===== src/rtl/inband_fifo_pkg.sv =====
package inband_fifo_pkg;

    // Overflow latch state: clear (normal) or set (data was lost)
    typedef enum logic {
        MODE_RUN  = 1'b0,
        MODE_LOST = 1'b1
    } ifb_mode_e;

    // What a read strobe returns
    typedef enum logic [1:0] {
        SRC_NONE  = 2'd0,
        SRC_NULL  = 2'd1,
        SRC_MEM   = 2'd2,
        SRC_ERASE = 2'd3
    } ifb_src_e;

endpackage


===== src/rtl/ifb_store.sv =====
module ifb_store #(
    parameter int DEPTH = 128,
    parameter int WIDTH = 8,
    localparam int AW = (DEPTH > 1) ? $clog2(DEPTH) : 1
) (
    input  logic             clk,
    input  logic             we,
    input  logic [AW-1:0]    waddr,
    input  logic [WIDTH-1:0] wdata,
    input  logic [AW-1:0]    raddr,
    output logic [WIDTH-1:0] rdata
);

    logic [WIDTH-1:0] cells_q [DEPTH];

    always_ff @(posedge clk) begin
        if (we) begin
            cells_q[waddr] <= wdata;
        end
    end

    assign rdata = cells_q[raddr];

endmodule


===== src/rtl/ifb_ptrs.sv =====
module ifb_ptrs #(
    parameter int DEPTH = 128,
    localparam int AW = (DEPTH > 1) ? $clog2(DEPTH) : 1,
    localparam int CW = $clog2(DEPTH + 1)
) (
    input  logic          clk,
    input  logic          rst_n,
    input  logic          push,
    input  logic          pop,
    output logic [AW-1:0] wr_ptr,
    output logic [AW-1:0] rd_ptr,
    output logic [CW-1:0] fill,
    output logic          full,
    output logic          empty
);

    typedef struct packed {
        logic [AW-1:0] wr;
        logic [AW-1:0] rd;
        logic [CW-1:0] fill;
    } ptr_state_t;

    ptr_state_t st_d, st_q;
    logic [AW-1:0] wr_inc, rd_inc;

    generate
        if ((DEPTH & (DEPTH - 1)) == 0) begin : g_pow2
            always_comb begin
                wr_inc = st_q.wr + AW'(1);
                rd_inc = st_q.rd + AW'(1);
            end
        end else begin : g_wrap
            always_comb begin
                wr_inc = (st_q.wr == AW'(DEPTH - 1)) ? '0 : st_q.wr + AW'(1);
                rd_inc = (st_q.rd == AW'(DEPTH - 1)) ? '0 : st_q.rd + AW'(1);
            end
        end
    endgenerate

    always_comb begin
        st_d = st_q;
        if (push) begin
            st_d.wr = wr_inc;
        end
        if (pop) begin
            st_d.rd = rd_inc;
        end
        case ({push, pop})
            2'b10:   st_d.fill = st_q.fill + CW'(1);
            2'b01:   st_d.fill = st_q.fill - CW'(1);
            default: st_d.fill = st_q.fill;
        endcase
    end

    always_ff @(posedge clk or negedge rst_n) begin
        if (!rst_n) begin
            st_q <= '0;
        end else begin
            st_q <= st_d;
        end
    end

    assign wr_ptr = st_q.wr;
    assign rd_ptr = st_q.rd;
    assign fill   = st_q.fill;
    assign full   = (st_q.fill == CW'(DEPTH));
    assign empty  = (st_q.fill == '0);

endmodule


===== src/rtl/ifb_ctrl.sv =====
module ifb_ctrl
    import inband_fifo_pkg::*;
#(
    parameter int ERASE_LEN = 128,
    localparam int EW = (ERASE_LEN > 1) ? $clog2(ERASE_LEN) : 1
) (
    input  logic      clk,
    input  logic      rst_n,
    input  logic      wr_stb,
    input  logic      rd_stb,
    input  logic      full,
    input  logic      empty,
    output logic      push,
    output logic      pop,
    output ifb_src_e  src,
    output ifb_mode_e mode
);

    typedef struct packed {
        ifb_mode_e     mode;
        logic [EW-1:0] ecnt;
    } ctl_state_t;

    ctl_state_t st_d, st_q;
    logic       ecnt_last;

    assign ecnt_last = (st_q.ecnt == EW'(ERASE_LEN - 1));

    always_comb begin
        st_d = st_q;
        push = 1'b0;
        pop  = 1'b0;
        src  = SRC_NONE;
        unique case (st_q.mode)
            MODE_RUN: begin
                // Room exists, or a same-cycle read frees the head slot
                push = wr_stb && (!full || rd_stb);
                pop  = rd_stb && !empty;
                if (rd_stb) begin
                    src = empty ? SRC_NULL : SRC_MEM;
                end
                if (wr_stb && full && !rd_stb) begin
                    st_d.mode = MODE_LOST;
                    st_d.ecnt = '0;
                end
            end
            MODE_LOST: begin
                // All writes discarded until the erasure run completes
                pop = rd_stb && !empty;
                if (rd_stb) begin
                    if (!empty) begin
                        src = SRC_MEM;
                    end else begin
                        src = SRC_ERASE;
                        if (ecnt_last) begin
                            st_d.mode = MODE_RUN;
                            st_d.ecnt = '0;
                        end else begin
                            st_d.ecnt = st_q.ecnt + EW'(1);
                        end
                    end
                end
            end
            default: st_d = st_q;
        endcase
    end

    always_ff @(posedge clk or negedge rst_n) begin
        if (!rst_n) begin
            st_q <= '{mode: MODE_RUN, ecnt: '0};
        end else begin
            st_q <= st_d;
        end
    end

    assign mode = st_q.mode;

endmodule


===== src/rtl/inband_fifo.sv =====
module inband_fifo
    import inband_fifo_pkg::*;
#(
    parameter int DEPTH     = 128,
    parameter int WIDTH     = 8,
    parameter int ERASE_LEN = 128
) (
    input  logic             clk,
    input  logic             rst_n,
    input  logic             wr_stb,
    input  logic [WIDTH-1:0] wr_data,
    input  logic             rd_stb,
    output logic [WIDTH-1:0] rd_data,
    output logic             rd_oe
);

    localparam int AW = (DEPTH > 1) ? $clog2(DEPTH) : 1;
    localparam int CW = $clog2(DEPTH + 1);

    typedef struct packed {
        logic [WIDTH-1:0] data;
        logic             oe;
    } out_state_t;

    logic [AW-1:0]    wr_ptr, rd_ptr;
    logic [CW-1:0]    fill;
    logic             full, empty;
    logic             push, pop;
    ifb_src_e         src;
    ifb_mode_e        mode;
    logic [WIDTH-1:0] mem_rdata;
    out_state_t       out_d, out_q;

    ifb_ctrl #(.ERASE_LEN(ERASE_LEN)) u_ctrl (
        .clk    (clk),
        .rst_n  (rst_n),
        .wr_stb (wr_stb),
        .rd_stb (rd_stb),
        .full   (full),
        .empty  (empty),
        .push   (push),
        .pop    (pop),
        .src    (src),
        .mode   (mode)
    );

    ifb_ptrs #(.DEPTH(DEPTH)) u_ptrs (
        .clk    (clk),
        .rst_n  (rst_n),
        .push   (push),
        .pop    (pop),
        .wr_ptr (wr_ptr),
        .rd_ptr (rd_ptr),
        .fill   (fill),
        .full   (full),
        .empty  (empty)
    );

    ifb_store #(.DEPTH(DEPTH), .WIDTH(WIDTH)) u_store (
        .clk    (clk),
        .we     (push),
        .waddr  (wr_ptr),
        .wdata  (wr_data),
        .raddr  (rd_ptr),
        .rdata  (mem_rdata)
    );

    always_comb begin
        out_d.oe = (src != SRC_NONE);
        unique case (src)
            SRC_MEM:   out_d.data = mem_rdata;
            SRC_ERASE: out_d.data = '1;
            default:   out_d.data = '0;
        endcase
    end

    always_ff @(posedge clk or negedge rst_n) begin
        if (!rst_n) begin
            out_q <= '0;
        end else begin
            out_q <= out_d;
        end
    end

    assign rd_oe   = out_q.oe;
    assign rd_data = out_q.data;

endmodule


===== config.mk =====
export PLATFORM = sky130hd
export DESIGN_NAME = inband_fifo
export DESIGN_NICKNAME = d
export VERILOG_FILES = /design/src/rtl/inband_fifo_pkg.sv /design/src/rtl/ifb_store.sv /design/src/rtl/ifb_ptrs.sv /design/src/rtl/ifb_ctrl.sv /design/src/rtl/inband_fifo.sv
export SDC_FILE = /design/constraint.sdc
export NUM_CORES = 1
export LEC_CHECK = 0
export BUFFER_PORTS_ARGS = -buffer_cell sky130_fd_sc_hd__buf_2
export CAP_MARGIN = 10
export CELL_PAD_IN_SITES_DETAIL_PLACEMENT = 1
export CELL_PAD_IN_SITES_GLOBAL_PLACEMENT = 2
export CORE_MARGIN = 2
export CORE_UTILIZATION = 30
export DETAILED_ROUTE_END_ITERATION = 7
export PLACE_DENSITY = 0.49
export SLEW_MARGIN = 30
export SYNTH_ARGS = -nofsm -noshare
export SYNTH_HDL_FRONTEND = slang
export SYNTH_SLANG_ARGS = --single-unit

===== constraint.sdc =====
create_clock -name clk -period 4.3 [get_ports clk]
set_input_delay 0 -clock clk [delete_from_list [all_inputs] [get_ports clk]]
set_output_delay 0 -clock clk [all_outputs]
set_load 0.02 [all_outputs]

Word-level counts from Yosys, hierarchy flattened
Memory sizes are Yosys's and may differ from the RTL's.
Cells that the tools add are included.
{"block": "word_totals", "in_bits": 12, "mem_count": 1, "word_cells": 51, "regBits": 39, "ram_bits": 1024, "output_inout_bits": 9}
{"block": "op_classes", "bitwise_logic": 1, "reduce_logical": 12, "eq_ne": 9, "n_addsub": 5, "mux": 16}
{"memory": "u_store.cells_q", "depth": 128, "width": 8, "read_ports": 1, "rd_clocked_by_memory_dff": 0, "write_ports": 1, "line_no": "ifb_store.sv:14", "source": "logic [WIDTH-1:0] cells_q [DEPTH];"}
{"op": "$pmux W8 S2", "n": 3}
{"op": "$mux W8", "n": 3}
{"op": "$add A7 B1 Y7 const B", "n": 3}
{"op": "$add A8 B1 Y8 const B", "n": 1}
{"op": "$eq A8 B8 Y1 const B", "n": 1}
{"op": "$logic_not A8 Y1", "n": 1}
{"op": "$sub A8 B1 Y8 const B", "n": 1}
{"op": "$eq A7 B7 Y1 const B", "n": 1}
{"op": "$mux W7", "n": 1}
{"op": "$eq A2 B2 Y1 const B", "n": 3}
{"op": "$mux W2", "n": 3}
{"op": "$mux W1", "n": 5}
{"op": "$logic_and A1 B1 Y1", "n": 4}
{"op": "$ne A2 B1 Y1 const B", "n": 2}
{"op": "$pmux W2 S2", "n": 1}
{"op": "$reduce_bool A2 Y1", "n": 2}
{"op": "$logic_not A1 Y1", "n": 3}
{"op": "$reduce_and A3 Y1", "n": 1}
{"op": "$eq A2 B1 Y1 const B", "n": 1}
{"op": "$ne A2 B2 Y1 const B", "n": 1}
{"op": "$logic_or A1 B1 Y1", "n": 1}
{"op": "$not A1 Y1", "n": 1}

Depth between registers and ports, before layout
{"block": "depth", "word_depth": 7, "depth_mapped": 14, "depth_no_buf": 12}

Cells and area by module
Synthesis repeated with hierarchy kept, for this count alone.
{"block": "hier_totals", "hier_cells": 1844, "area_unflattened_um2": 41745.0}
{"mod": "ifb_store", "n_inst": 1, "area_each_um2": 39505.4, "seq_area_each_um2": 30749.5, "cells_per_inst": 1627}
{"mod": "ifb_ptrs", "n_inst": 1, "area_each_um2": 1463.9, "seq_area_each_um2": 550.5, "cells_per_inst": 149}
{"mod": "ifb_ctrl", "n_inst": 1, "area_each_um2": 465.4, "seq_area_each_um2": 200.2, "cells_per_inst": 48}
{"mod": "inband_fifo", "n_inst": 1, "area_each_um2": 310.3, "seq_area_each_um2": 225.2, "cells_per_inst": 20}

Worst setup path before layout
No wires, ideal clock.
{"block": "synth_path", "path_type": "reg-to-reg", "start": "register u_ptrs.st_q (netlist bit u_ptrs.fill[1])", "end": "register u_ptrs.st_q (netlist bit u_ptrs.fill[6])", "arrival_ns": 3.375, "slack_ns": 0.845, "n_path_buf": 2, "t_required_ns": 4.221, "synth_period_minus_slack_ns": 3.455, "stages_incl_launch_ff": 15, "setup_time_ns": 0.079, "cell_sequence": "dfrtp_1 -> clkbuf_1 -> or4_1 -> nor3_1 -> nor2_1 -> ha_1 -> buf_1 -> xor2_1 -> ha_1 -> and3b_1 -> o21ai_0 -> nand2_1 -> or3_1 -> a31oi_1 -> xor2_1"}
{"block": "synth_between", "word_cells_on_any_way": 14, "classes_between": "add/sub: 2; eq/ne: 3; mux: 2; reduce/logical: 7"}
{"element": "start, declared", "line_no": "ifb_ptrs.sv:23", "source": "ptr_state_t st_d, st_q;"}
{"element": "start signal, assigned", "line_no": "ifb_ptrs.sv:59", "source": "st_q <= st_d;"}
{"element": "$logic_not A8 Y1 (*)", "line_no": "ifb_ptrs.sv:67", "source": "assign empty = (st_q.fill == '0);"}
{"element": "$logic_not A1 Y1 (*)", "line_no": "ifb_ctrl.sv:38, ifb_ctrl.sv:49"}
{"element": "$logic_and A1 B1 Y1 (*)", "line_no": "ifb_ctrl.sv:38, ifb_ctrl.sv:49"}
{"element": "net pop", "line_no": "inband_fifo.sv:28", "source": "logic push, pop;"}
{"element": "$eq A2 B1 Y1 or $eq A2 B2 Y1 (tied branches)", "line_no": "ifb_ptrs.sv:48", "source": "case ({push, pop})"}
{"element": "$pmux W8 S2 or $reduce_bool A2 Y1 (tied branches)"}
The timed path passes the listed nets; every way through them passes the cells marked *.
A chain may end at the register's enable or synchronous reset.

==> flow_summary_export.csv <==
group,metric,value,unit
timing,post-route-min-period,3.77,ns
clock_tree,clockRootBuffer,"clkbuf_16",
timing,setup_violations,0,
routing,via_per_inst,4.96,
floorplan,die_x,379,µm
placement,place_hpwl,80.5,mm
clock_tree,post_cts_buffers,0,
floorplan,rows,137,
routing,drt-initial-drc-count,1698,
floorplan,die_h,379,µm
grt,use_met3,0.0345,
worst_setup_path,cp-end-kind,"flip-flop",
routing,drc_errors,0,
timing,tns,0,ns
final_layout,drive_gt1_frac,0.235,
power,irDropWorstVdd,357,µV
hold_path,hp-class,"in -> reg",
placement,port_buffers,20,
logic_synthesis,syn_area,0.0421,mm²
worst_setup_path,setup.worst_path.start,"u_ptrs.rd_ptr[0]",
logic_synthesis,avgSynthCellArea,19.7,µm²
timing,fmax,0.265,GHz
routing,drt-total-wl,125,mm
status,outcome,"finished clean",
logic_synthesis,synthFlopType,"edfxtp_1",
logic_synthesis,synth_edf_count,1024,
placement,placed_cells,4057,
timing,slew_violations,0,
floorplan,die_area,0.143,mm²
placement,dpl_cell_area,0.0451,mm²
logic_synthesis,synth.distinct_cells,75,
timing,skew,0.0414,ns
timing,hold_violations,0,
final_layout,diodes,0,
grt,grt-ovfl-total,0,
final_layout,final_area,0.0493,mm²
worst_setup_path,arrival,4.33,ns
clock_tree,tritoncts,"built",
grt,grt_pass1_wl,177,mm
final_layout,area_growth,16.9,%
timing,max_slew_margin,0.314,
grt,grt_pass1_vias,23000,
routing,drtPass1Iterations,6,
floorplan,core_area,0.140,mm²
hold_path,hp-start,"rd_stb",
logic_synthesis,synth_nets,2153,
clock_tree,clock_sink_count,1063,
clock_tree,cts-resized-gates,0,
routing,drtAntennaViolNets,0,
clock_tree,clk_latency,0.73,ns
worst_setup_path,start_kind,"flip-flop",
power,p_leak,15.8,nW
logic_synthesis,synth_cells,2135,
logic_synthesis,ys_async_sr_fraction,0.0367,
floorplan,num_io_pins,21,
logic_synthesis,yosysWarnings,0,
routing,wl_per_cell,29.1,µm
final_layout,layoutNonFillerInstCount,4294,
timing,tightest_slew,1.02,ns
flow_run,maxCapViolations,0,
worst_setup_path,critical_path.max_fanout,36,
grt,grtUsageTotal,0.175,
grt,top_usage_layer,"met2",
worst_setup_path,crit_type,"reg -> reg",
routing,dr_total_vias,21300,
timing,fin_crit_sh,0.876,
worst_setup_path,worstReg2RegStart,"u_ptrs.rd_ptr[0]",
logic_synthesis,ys_seq_elements,1063,
grt,grt_max_degree,80,
final_layout,finalNetCount,2332,
floorplan,start_util,0.302,
clock_tree,clk_pin_slew_worst_paths,0.06,ns
clock_tree,htreeDepth,3,
grt,antenna_found_initial,2,
logic_synthesis,yosysSeqAreaShare,0.753,
worst_setup_path,cp.required,4.86,ns
clock_tree,clockBufferDepth,3,
timing,rsz0062_at_grt,"false",
clock_tree,cts_buffers,118,
grt,gr-usage-met2,0.292,
power,p_per_area,652,mW/mm²
grt,use_met1,0.235,
placement,gp_congestion,0.777,
layout by cell type, fill, tap and decap left out, types with 21 or more instances in the layout:
| cell type | netlist | layout |
|---|---|---|
| a221oi_1 | 39 | 39 |
| a22oi_1 | 22 | 22 |
| buf_4 | 13 | 132 |
| clkbuf_1 | 40 | 23 |
| clkbuf_16 | 0 | 123 |
| clkinv_1 | 0 | 22 |
| clkinv_2 | 0 | 29 |
| dfrtp_1 | 39 | 35 |
| edfxtp_1 | 1024 | 1024 |
| mux2i_1 | 121 | 121 |
| mux4_2 | 197 | 197 |
| nand2_1 | 66 | 66 |
| nand3_1 | 25 | 25 |
| nor2_1 | 170 | 165 |
| nor3_1 | 21 | 21 |
| o21ai_0 | 39 | 39 |
registers in the layout, indices dropped and copies added (netlist names):
name,count
rd_data,8
rd_oe,1
u_ctrl.mode,1
u_ctrl.st_q,7
u_ptrs.fill,8
u_ptrs.rd_ptr,7
u_ptrs.wr_ptr,7
u_store.cells_q,1024
worst paths after layout:
check                           slack (ns)  cells after the start          endpoint
worst max register to register        0.53                      8        rd_data[2]
min in group asynchronous             0.47                      4    u_ptrs.fill[5]
worst min-delay path                  0.13                      3       u_ctrl.mode
worst max-delay path                  0.53                      8        rd_data[2]
max in group asynchronous             3.30                      4  u_ptrs.rd_ptr[2]
worst min register to register        0.48                      1    u_ctrl.st_q[5]
layer usage:
metal,vias up,part of all wire
li1,9186,-
met1,11600,0.44
met5,-,0
met2,428,0.49
met3,141,0.044
met4,0,0.022
worst max-delay path, cell delays in order (launching register included):
cell     delay, ns
dfrtp_4       0.77
buf_12        0.36
buf_12        0.31
buf_4         0.26
mux2_2        0.35
o21ai_0       0.40
o21ai_0       0.17
nor4_1        0.76
nor3_1        0.12
through the flow:
stage / setup slack (ns) / hold WS [ns] / util / power [mW]
final: 0.532 / 0.126 / 0.353 / 32.1
after global routing: 0.323 / 0.124 / 0.353 / 33.4
after CTS: 0.417 / 0.0535 / 0.353 / 32.6
after detailed placement: 0.434 / 0.168 / 0.323 / 22.1
after global placement: 0.490 / 0.161 / 0.323 / 22.0
after floorplan: 0.845 / -0.296 / - / 18.1
final cells by class:
class                      instances  area, µm²
multi-input combinational        949       9620
fill                           13800      90300
timing repair buffer             174       1510
tap                             1876       2350
clock inverter                    72        759
sequential                      1063      31700
inverter                           8       30.0
clock buffer                     152       3250
power breakdown:
group | leakage [nW] | switching [mW] | internal, mW
clock | 1.97 | 4.17 | 6.26
sequential | 9.69 | 0.512 | 11.7
combinational | 4.09 | 5.75 | 3.72
total | 15.8 | 10.4 | 21.7
timing repair:
action | CTS | global route
hold buffers | 13 | 0
endpoints found under the hold margin | 419 | 0
setup endpoints to repair | 0 | 0
cell families (layout without fill, tap and decap cells):
logic type	count (synthesis)	in the layout	synth area share
buffers and inverters	123	406	0.0193
adders and majority gates	6	6	0.00178
DFF	1063	1063	0.753
muxes	342	342	0.144
and+or+nand+nor	353	353	0.0379
AOI/OAI and AO/OA	225	225	0.0397
xor gates and xnor gates	23	23	0.00478
synth_stat cells, drive strengths merged, types with 3 or more instances:
cell,count,share of area
o311a,5,0.0012
inv,8,0.00071
a311o,3,0.00071
mux2i,121,0.029
dfrtp,39,0.023
a21oi,17,0.0020
o22ai,17,0.0025
a22o,10,0.0021
and3,5,0.00074
and2,9,0.0013
o21ai,40,0.0048
nand2,66,0.0059
nor3,21,0.0025
a221o,7,0.0017
nor2,170,0.015
a2111oi,4,0.00086
xor2,11,0.0023
a221oi,40,0.0085
buf,72,0.014
and3b,3,0.00062
nand3,25,0.0030
mux2,15,0.0040
xnor2,12,0.0025
a31oi,8,0.0012
a211oi,4,0.00071
nor4,4,0.00059
o211ai,12,0.0021
nor3b,3,0.00053
a211o,6,0.0012
or3,4,0.00059
mux4,206,0.11
o311ai,4,0.00083
nand2b,7,0.0010
a22oi,22,0.0039
ha,6,0.0018
edfxtp,1024,0.73
clkbuf,41,0.0037
o31ai,3,0.00053
nand4,9,0.0013
o2111ai,7,0.0015
nor2b,14,0.0021
(Power assumes the default switching activity.)
